$ cat config.mk
export PLATFORM = sky130hd
export DESIGN_NAME = ep_tx_loader
export DESIGN_NICKNAME = d
export VERILOG_FILES = /design/src/rtl/ldr_pkg.sv /design/src/rtl/ldr_ctrl_fsm.sv /design/src/rtl/ldr_buf_mem.sv /design/src/rtl/ldr_ready_flags.sv /design/src/rtl/ep_tx_loader.sv
export SDC_FILE = /design/constraint.sdc
export NUM_CORES = 2
export LEC_CHECK = 0
export ABC_AREA = 1
export BUFFER_PORTS_ARGS = -buffer_cell sky130_fd_sc_hd__buf_2
export CAP_MARGIN = 20
export CORE_AREA = 2 2 540 542
export DETAILED_ROUTE_END_ITERATION = 8
export DIE_AREA = 0 0 542 544
export GPL_TIMING_DRIVEN = 0
export PLACE_DENSITY = 0.53
export SETUP_SLACK_MARGIN = 0.3
export SLEW_MARGIN = 20
export SYNTH_ARGS = -nofsm -noshare
export SYNTH_HDL_FRONTEND = slang
export SYNTH_HIERARCHICAL = 1
export SYNTH_SLANG_ARGS = --single-unit
$ cat constraint.sdc
create_clock -name clk -period 5.7 [get_ports clk]
set_input_delay 1.14 -clock clk [delete_from_list [all_inputs] [get_ports clk]]
set_output_delay 1.14 -clock clk [all_outputs]
set_load 0.1 [all_outputs]
$ cat src/rtl/ldr_pkg.sv
package ldr_pkg;

    typedef enum logic [1:0] {
        SEL_CTRL = 2'd0,
        SEL_LEN  = 2'd1,
        SEL_DATA = 2'd2,
        SEL_NONE = 2'd3
    } reg_sel_e;

    typedef enum logic [1:0] {
        ST_IDLE  = 2'd0,
        ST_ARMED = 2'd1,
        ST_LOAD  = 2'd2
    } ldr_state_e;

    localparam int WORD_BYTES = 4;

endpackage

$ cat src/rtl/ldr_ctrl_fsm.sv
module ldr_ctrl_fsm
    import ldr_pkg::*;
#(
    parameter int NUM_EP        = 4,
    parameter int MAX_PKT_BYTES = 64,
    parameter int LEN_W         = 10,
    localparam int EP_W    = (NUM_EP > 1) ? $clog2(NUM_EP) : 1,
    localparam int WORDS   = MAX_PKT_BYTES / WORD_BYTES,
    localparam int WADDR_W = (WORDS > 1) ? $clog2(WORDS) : 1
) (
    input  logic               clk,
    input  logic               rst_n,
    input  logic               reg_wr,
    input  logic [1:0]         reg_sel,
    input  logic [31:0]        reg_wdata,
    output logic               mem_we,
    output logic [EP_W-1:0]    cur_ep,
    output logic [WADDR_W-1:0] cur_widx,
    output logic               done_set,
    output logic [LEN_W-1:0]   done_len,
    output logic               start_clr,
    output logic               err_flag
);

    ldr_state_e state_q, state_d;

    logic [EP_W-1:0]         ep_q;
    logic [LEN_W-1:0]        len_q;
    logic signed [LEN_W:0]   rem_q;
    logic signed [LEN_W:0]   rem_after;
    logic [WADDR_W-1:0]      widx_q;
    logic                    err_q;

    logic is_ctrl, is_len, is_data;
    logic ctrl_en;
    logic [EP_W-1:0]  ctrl_ep;
    logic [LEN_W-1:0] len_val;
    logic len_ok, len_zero;
    logic ep_take, len_take, word_take, err_set;

    assign is_ctrl  = reg_wr && (reg_sel == SEL_CTRL);
    assign is_len   = reg_wr && (reg_sel == SEL_LEN);
    assign is_data  = reg_wr && (reg_sel == SEL_DATA);
    assign ctrl_en  = reg_wdata[0];
    assign ctrl_ep  = reg_wdata[EP_W:1];
    assign len_val  = reg_wdata[LEN_W-1:0];
    assign len_ok   = ({1'b0, len_val} <= (LEN_W+1)'(MAX_PKT_BYTES));
    assign len_zero = (len_val == '0);
    assign rem_after = rem_q - (LEN_W+1)'(WORD_BYTES);

    // State register
    always_ff @(posedge clk or negedge rst_n) begin
        if (!rst_n) state_q <= ST_IDLE;
        else        state_q <= state_d;
    end

    // Next state and outputs
    always_comb begin
        state_d   = state_q;
        mem_we    = 1'b0;
        done_set  = 1'b0;
        done_len  = len_q;
        start_clr = 1'b0;
        ep_take   = 1'b0;
        len_take  = 1'b0;
        word_take = 1'b0;
        err_set   = 1'b0;
        unique case (state_q)
            ST_IDLE: begin
                if (is_ctrl && ctrl_en) begin
                    state_d = ST_ARMED;            // arm
                    ep_take = 1'b1;
                end else if (is_len || is_data) begin
                    err_set = 1'b1;
                end
            end
            ST_ARMED, ST_LOAD: begin
                if (is_ctrl) begin
                    state_d = ctrl_en ? ST_ARMED : ST_IDLE;  // reselect / disarm
                    ep_take = ctrl_en;
                end else if (is_len) begin
                    if (!len_ok) begin
                        err_set = 1'b1;
                    end else begin
                        start_clr = 1'b1;
                        len_take  = 1'b1;
                        if (len_zero) begin
                            done_set = 1'b1;       // empty
                            done_len = '0;
                            state_d  = ST_IDLE;
                        end else begin
                            state_d  = ST_LOAD;    // start
                        end
                    end
                end else if (is_data) begin
                    if (state_q == ST_LOAD) begin
                        mem_we    = 1'b1;
                        word_take = 1'b1;
                        if (rem_after <= 0) begin
                            done_set = 1'b1;       // finish
                            state_d  = ST_IDLE;
                        end
                    end else begin
                        err_set = 1'b1;
                    end
                end
            end
            default: state_d = ST_IDLE;
        endcase
    end

    // Selection, length and word-slot tracking
    always_ff @(posedge clk or negedge rst_n) begin
        if (!rst_n) begin
            ep_q   <= '0;
            len_q  <= '0;
            rem_q  <= '0;
            widx_q <= '0;
        end else begin
            if (ep_take) ep_q <= ctrl_ep;
            if (len_take) begin
                len_q  <= len_val;
                rem_q  <= $signed({1'b0, len_val});
                widx_q <= '0;
            end else if (word_take) begin
                rem_q  <= rem_after;
                widx_q <= WADDR_W'(widx_q + 1'b1);
            end
        end
    end

    always_ff @(posedge clk or negedge rst_n) begin
        if (!rst_n)       err_q <= 1'b0;
        else if (err_set) err_q <= 1'b1;
    end

    assign cur_ep   = ep_q;
    assign cur_widx = widx_q;
    assign err_flag = err_q;

endmodule

$ cat src/rtl/ldr_buf_mem.sv
module ldr_buf_mem
    import ldr_pkg::*;
#(
    parameter int NUM_EP        = 4,
    parameter int MAX_PKT_BYTES = 64,
    localparam int EP_W    = (NUM_EP > 1) ? $clog2(NUM_EP) : 1,
    localparam int WORDS   = MAX_PKT_BYTES / WORD_BYTES,
    localparam int WADDR_W = (WORDS > 1) ? $clog2(WORDS) : 1,
    localparam int BADDR_W = WADDR_W + 2
) (
    input  logic               clk,
    input  logic               we,
    input  logic [EP_W-1:0]    wr_ep,
    input  logic [WADDR_W-1:0] wr_widx,
    input  logic [31:0]        wr_word,
    input  logic [EP_W-1:0]    rd_ep,
    input  logic [BADDR_W-1:0] rd_idx,
    output logic [7:0]         rd_byte
);

    logic [31:0] ep_word [NUM_EP];

    for (genvar g = 0; g < NUM_EP; g++) begin : g_ep_buf
        logic [31:0] slots [WORDS];

        always_ff @(posedge clk) begin
            if (we && (wr_ep == EP_W'(g))) slots[wr_widx] <= wr_word;
        end

        assign ep_word[g] = slots[rd_idx[BADDR_W-1:2]];
    end

    logic [31:0] sel_word;
    assign sel_word = ep_word[rd_ep];

    always_comb begin
        unique case (rd_idx[1:0])
            2'd0: rd_byte = sel_word[7:0];
            2'd1: rd_byte = sel_word[15:8];
            2'd2: rd_byte = sel_word[23:16];
            default: rd_byte = sel_word[31:24];
        endcase
    end

endmodule

$ cat src/rtl/ldr_ready_flags.sv
module ldr_ready_flags #(
    parameter int NUM_EP = 4,
    parameter int LEN_W  = 10,
    localparam int EP_W  = (NUM_EP > 1) ? $clog2(NUM_EP) : 1
) (
    input  logic              clk,
    input  logic              rst_n,
    input  logic              set_en,
    input  logic              start_clr,
    input  logic [EP_W-1:0]   cur_ep,
    input  logic [LEN_W-1:0]  set_len,
    input  logic              ack,
    input  logic [EP_W-1:0]   ack_ep,
    input  logic [EP_W-1:0]   rd_ep,
    output logic [NUM_EP-1:0] ready,
    output logic [LEN_W-1:0]  rd_count
);

    logic [LEN_W-1:0] count [NUM_EP];

    for (genvar g = 0; g < NUM_EP; g++) begin : g_flag
        logic hit_cur, hit_ack;
        assign hit_cur = (cur_ep == EP_W'(g));
        assign hit_ack = ack && (ack_ep == EP_W'(g));

        always_ff @(posedge clk or negedge rst_n) begin
            if (!rst_n) begin
                ready[g] <= 1'b0;
                count[g] <= '0;
            end else if (set_en && hit_cur) begin
                ready[g] <= 1'b1;          // completion outranks clears
                count[g] <= set_len;
            end else if ((start_clr && hit_cur) || hit_ack) begin
                ready[g] <= 1'b0;
            end
        end
    end

    assign rd_count = count[rd_ep];

endmodule

$ cat src/rtl/ep_tx_loader.sv
module ep_tx_loader
    import ldr_pkg::*;
#(
    parameter int NUM_EP        = 4,
    parameter int MAX_PKT_BYTES = 64,
    parameter int LEN_W         = 10,
    localparam int EP_W    = (NUM_EP > 1) ? $clog2(NUM_EP) : 1,
    localparam int WORDS   = MAX_PKT_BYTES / WORD_BYTES,
    localparam int WADDR_W = (WORDS > 1) ? $clog2(WORDS) : 1,
    localparam int BADDR_W = WADDR_W + 2
) (
    input  logic               clk,
    input  logic               rst_n,
    input  logic               reg_wr,
    input  logic [1:0]         reg_sel,
    input  logic [31:0]        reg_wdata,
    input  logic               sie_ack,
    input  logic [EP_W-1:0]    sie_ack_ep,
    input  logic [EP_W-1:0]    sie_rd_ep,
    input  logic [BADDR_W-1:0] sie_rd_idx,
    output logic [NUM_EP-1:0]  pkt_ready,
    output logic [LEN_W-1:0]   sie_byte_count,
    output logic [7:0]         sie_rd_byte,
    output logic               load_err
);

    logic               mem_we;
    logic [EP_W-1:0]    cur_ep;
    logic [WADDR_W-1:0] cur_widx;
    logic               done_set;
    logic [LEN_W-1:0]   done_len;
    logic               start_clr;

    ldr_ctrl_fsm #(
        .NUM_EP(NUM_EP), .MAX_PKT_BYTES(MAX_PKT_BYTES), .LEN_W(LEN_W)
    ) fsm_i (
        .clk(clk), .rst_n(rst_n),
        .reg_wr(reg_wr), .reg_sel(reg_sel), .reg_wdata(reg_wdata),
        .mem_we(mem_we), .cur_ep(cur_ep), .cur_widx(cur_widx),
        .done_set(done_set), .done_len(done_len),
        .start_clr(start_clr), .err_flag(load_err)
    );

    ldr_buf_mem #(
        .NUM_EP(NUM_EP), .MAX_PKT_BYTES(MAX_PKT_BYTES)
    ) mem_i (
        .clk(clk), .we(mem_we), .wr_ep(cur_ep), .wr_widx(cur_widx),
        .wr_word(reg_wdata), .rd_ep(sie_rd_ep), .rd_idx(sie_rd_idx),
        .rd_byte(sie_rd_byte)
    );

    ldr_ready_flags #(
        .NUM_EP(NUM_EP), .LEN_W(LEN_W)
    ) flags_i (
        .clk(clk), .rst_n(rst_n),
        .set_en(done_set), .start_clr(start_clr), .cur_ep(cur_ep),
        .set_len(done_len), .ack(sie_ack), .ack_ep(sie_ack_ep),
        .rd_ep(sie_rd_ep), .ready(pkt_ready), .rd_count(sie_byte_count)
    );

endmodule

==> reports/summary.txt <==
Power per Cell Area: 329 nW/um2
Worst-Margin Slew: 1.31 ns
Yosys reg bits: 2122
IO buf count: 66
Area post-placement: 96700 um2
Initial Utilization: 29.8%
Total gr overflow: 0
YS warnings: 6
Die X: 542 um
Crit path to: sie_rd_byte[5]
Maximum clock path buffer count: 3
RSZ-0062 raised after global routing: true
R2R Setup Slk: 1.34 ns
Final WL: 377 mm
Crit path from: sie_rd_idx[3]
Root Buffer: clkbuf_16
H-tree levels: 4
Initial antenna violation count: 21
Final-report setup violation count: 0
Hold Path Class: in2async
Post-CTS setup buffer count: 0
Final setup TNS: 0 ns
Worst Skew: 0.0532 ns
Max Cap Viol: 0
Placer Congestion: 0.904
Final non-filler cell area: 104000 um2
WS Path Type: in2out
Cells after synthesis: 7297
Period minus WS final: 5.61 ns
Share of layout cells above drive strength 1: 13.8%
Clock transition at path regs: 0.06 ns
Vias: 65600
Mapped cell area: 86200 um2
Fin nets: 7838
Total CTS buffers: 217
Die height: 544 um
Slew headroom: 12.9%
Most common cell after layout, fill and taps aside: nand2_1
First-pass DRT Iterations: 6
R2r endpoint: mem_i/g_ep_buf[1].slots[10][10]
Die area: 295000 um2
Peak supply drop: 0.000357 V
Final hold violations: 0
Critical path arrival: 4.47 ns
Status: finished clean
First-pass GRT wire length: 506 mm
P&R area growth vs syn: 20.6%
Final ANT Viol Nets: 0
Setup crit end kind: primary output
Worst R2R Start: fsm_i/state_q[0]
Clk sink count: 2122
CTS hold repair buffers: 0
Slew Limit Fails: 0
Skew-Pair Late Insertion Delay: 0.90 ns
Largest net degree at the start of global routing: 68
Core area: 289000 um2
Worst-case reg-to-reg path depth: 10
Seq/Total Area, Yosys: 73.5%
Max FO, Critical Path: 10
Syn Area/Cell: 11.8 um2
Post-synthesis cell type count: 35
Residual DRC: 0
Wire length per cell: 32.0 um
Most frequent cells in the layout: 2482 x nand2_1, 2048 x edfxtp_1, 1899 x nand3_1
TritonCTS clock tree: built
Rows: 198
Initial DRC count: 11700
Worst EP required: 4.56 ns
Tcrit/Tclk final: 98.3%
Final hold slack: 0.196 ns
F_max: 178 MHz
P_leak: 37.2 nW
Crit start category: input port
Dpl hpwl: 260 mm
DR vias/cell: 5.57
I/O Pins: 71
Post-Syn Nets: 7352
Overall Global Routing Usage: 24.9%
Vias in the first global route: 60100
==> worst max-delay path: stages <==
cell	delay (ns)
buf_4	0.18
inv_2	0.20
buf_4	0.34
buf_4	0.38
nand3_1	0.29
nand3_1	0.21
nand2_1	0.11
nand2_1	0.08
nand3_1	0.10
o21ai_0	0.11
nand2_1	0.12
nand3_1	0.30
nand4_1	0.47
buf_4	0.41
==> where the power goes <==
part	switching, mW	internal [mW]	leakage (nW)
logic	2.13	0.596	14.4
clock network	6.29	7.93	3.40
registers	0.0763	17.1	19.4
total	8.50	25.7	37.2
==> registers in the layout, summed over array words and instances (netlist names) <==
signal                flops
fsm_i/state_q             2
fsm_i/cur_ep              2
fsm_i/err_flag            1
flags_i/count            40
fsm_i/rem_q              11
fsm_i/len_q              10
flags_i/ready             4
fsm_i/cur_widx            4
mem_i/g_ep_buf.slots   2048
==> cells by family after synthesis <==
family,after synthesis,synth area share [%]
AO/OA/AOI/OAI,81,0.549
XOR/XNOR,4,0.0494
adder cells (fa/ha/maj),7,0.102
buffers and inverters,554,3.20
flip-flops,2122,73.5
AND/OR/NAND/NOR,4529,22.6
==> layout make-up <==
class,count,area (um2)
Tap cell,3800,4750
Antenna cell,6,15.0
Multi-Input combinational cell,4621,20600
Sequential cell,2122,63400
Clock buffer,268,5660
Fill cell,27900,185000
Clock inverter,136,1340
Timing Repair Buffer,267,5270
Inverter,88,334
Buffer,466,2670
==> synth_stat cells, drive strengths merged <==
master,n,area share [%]
o21bai,1,0.0087
o221ai,1,0.010
xor2,4,0.049
edfxtp,2048,71
nand2,2486,11
nor3,4,0.023
o22ai,3,0.022
a31oi,1,0.0073
buf,395,2.5
o211ai,12,0.10
nand4,13,0.10
inv,86,0.38
clkinv,2,0.010
clkbuf,71,0.31
a21oi,10,0.058
ha,7,0.10
dfrtp,74,2.1
nand3,1907,11
o21ai,53,0.34
nor2,119,0.55
==> layer usage <==
layer / part of all wire (%) / track usage, %
met5: 0.021 / 0
met4: 6.5 / 14.0
met3: 13 / 5.87
met2: 43 / 37.3
met1: 37 / 33.1
==> worst min path at each step <==
stage                              to  cells past startpoint  slack, ns         startpoint
global route        flags_i/count[26]                      1       0.20              rst_n
finish              flags_i/count[26]                      1       0.20              rst_n
CTS                 flags_i/count[26]                      1       0.15              rst_n
global placement    flags_i/count[31]                      2       0.47  flags_i/count[31]
detailed placement     fsm_i/err_flag                      1       0.46     fsm_i/err_flag
floorplan              fsm_i/len_q[0]                      2       0.45     fsm_i/len_q[0]
==> per-stage QoR <==
step	setup slack, ns	instances	utilization, %	total power [mW]
finish	0.0941	11800	35.9	34.2
global route	0.257	11800	35.9	34.9
CTS	0.252	11800	35.9	34.1
detailed placement	-0.539	11400	33.4	20.2
global placement	-3.40	11200	31.5	20.1
floorplan	1.42	7297	-	18.9
==> repair_timing <==
| item | in CTS | in global routing |
|---|---|---|
| pin swaps | 5 | 3 |
| gates resized for setup | 122 | 17 |
| setup endpoints to repair | 8 | 7 |
(Power assumes the default switching activity.)
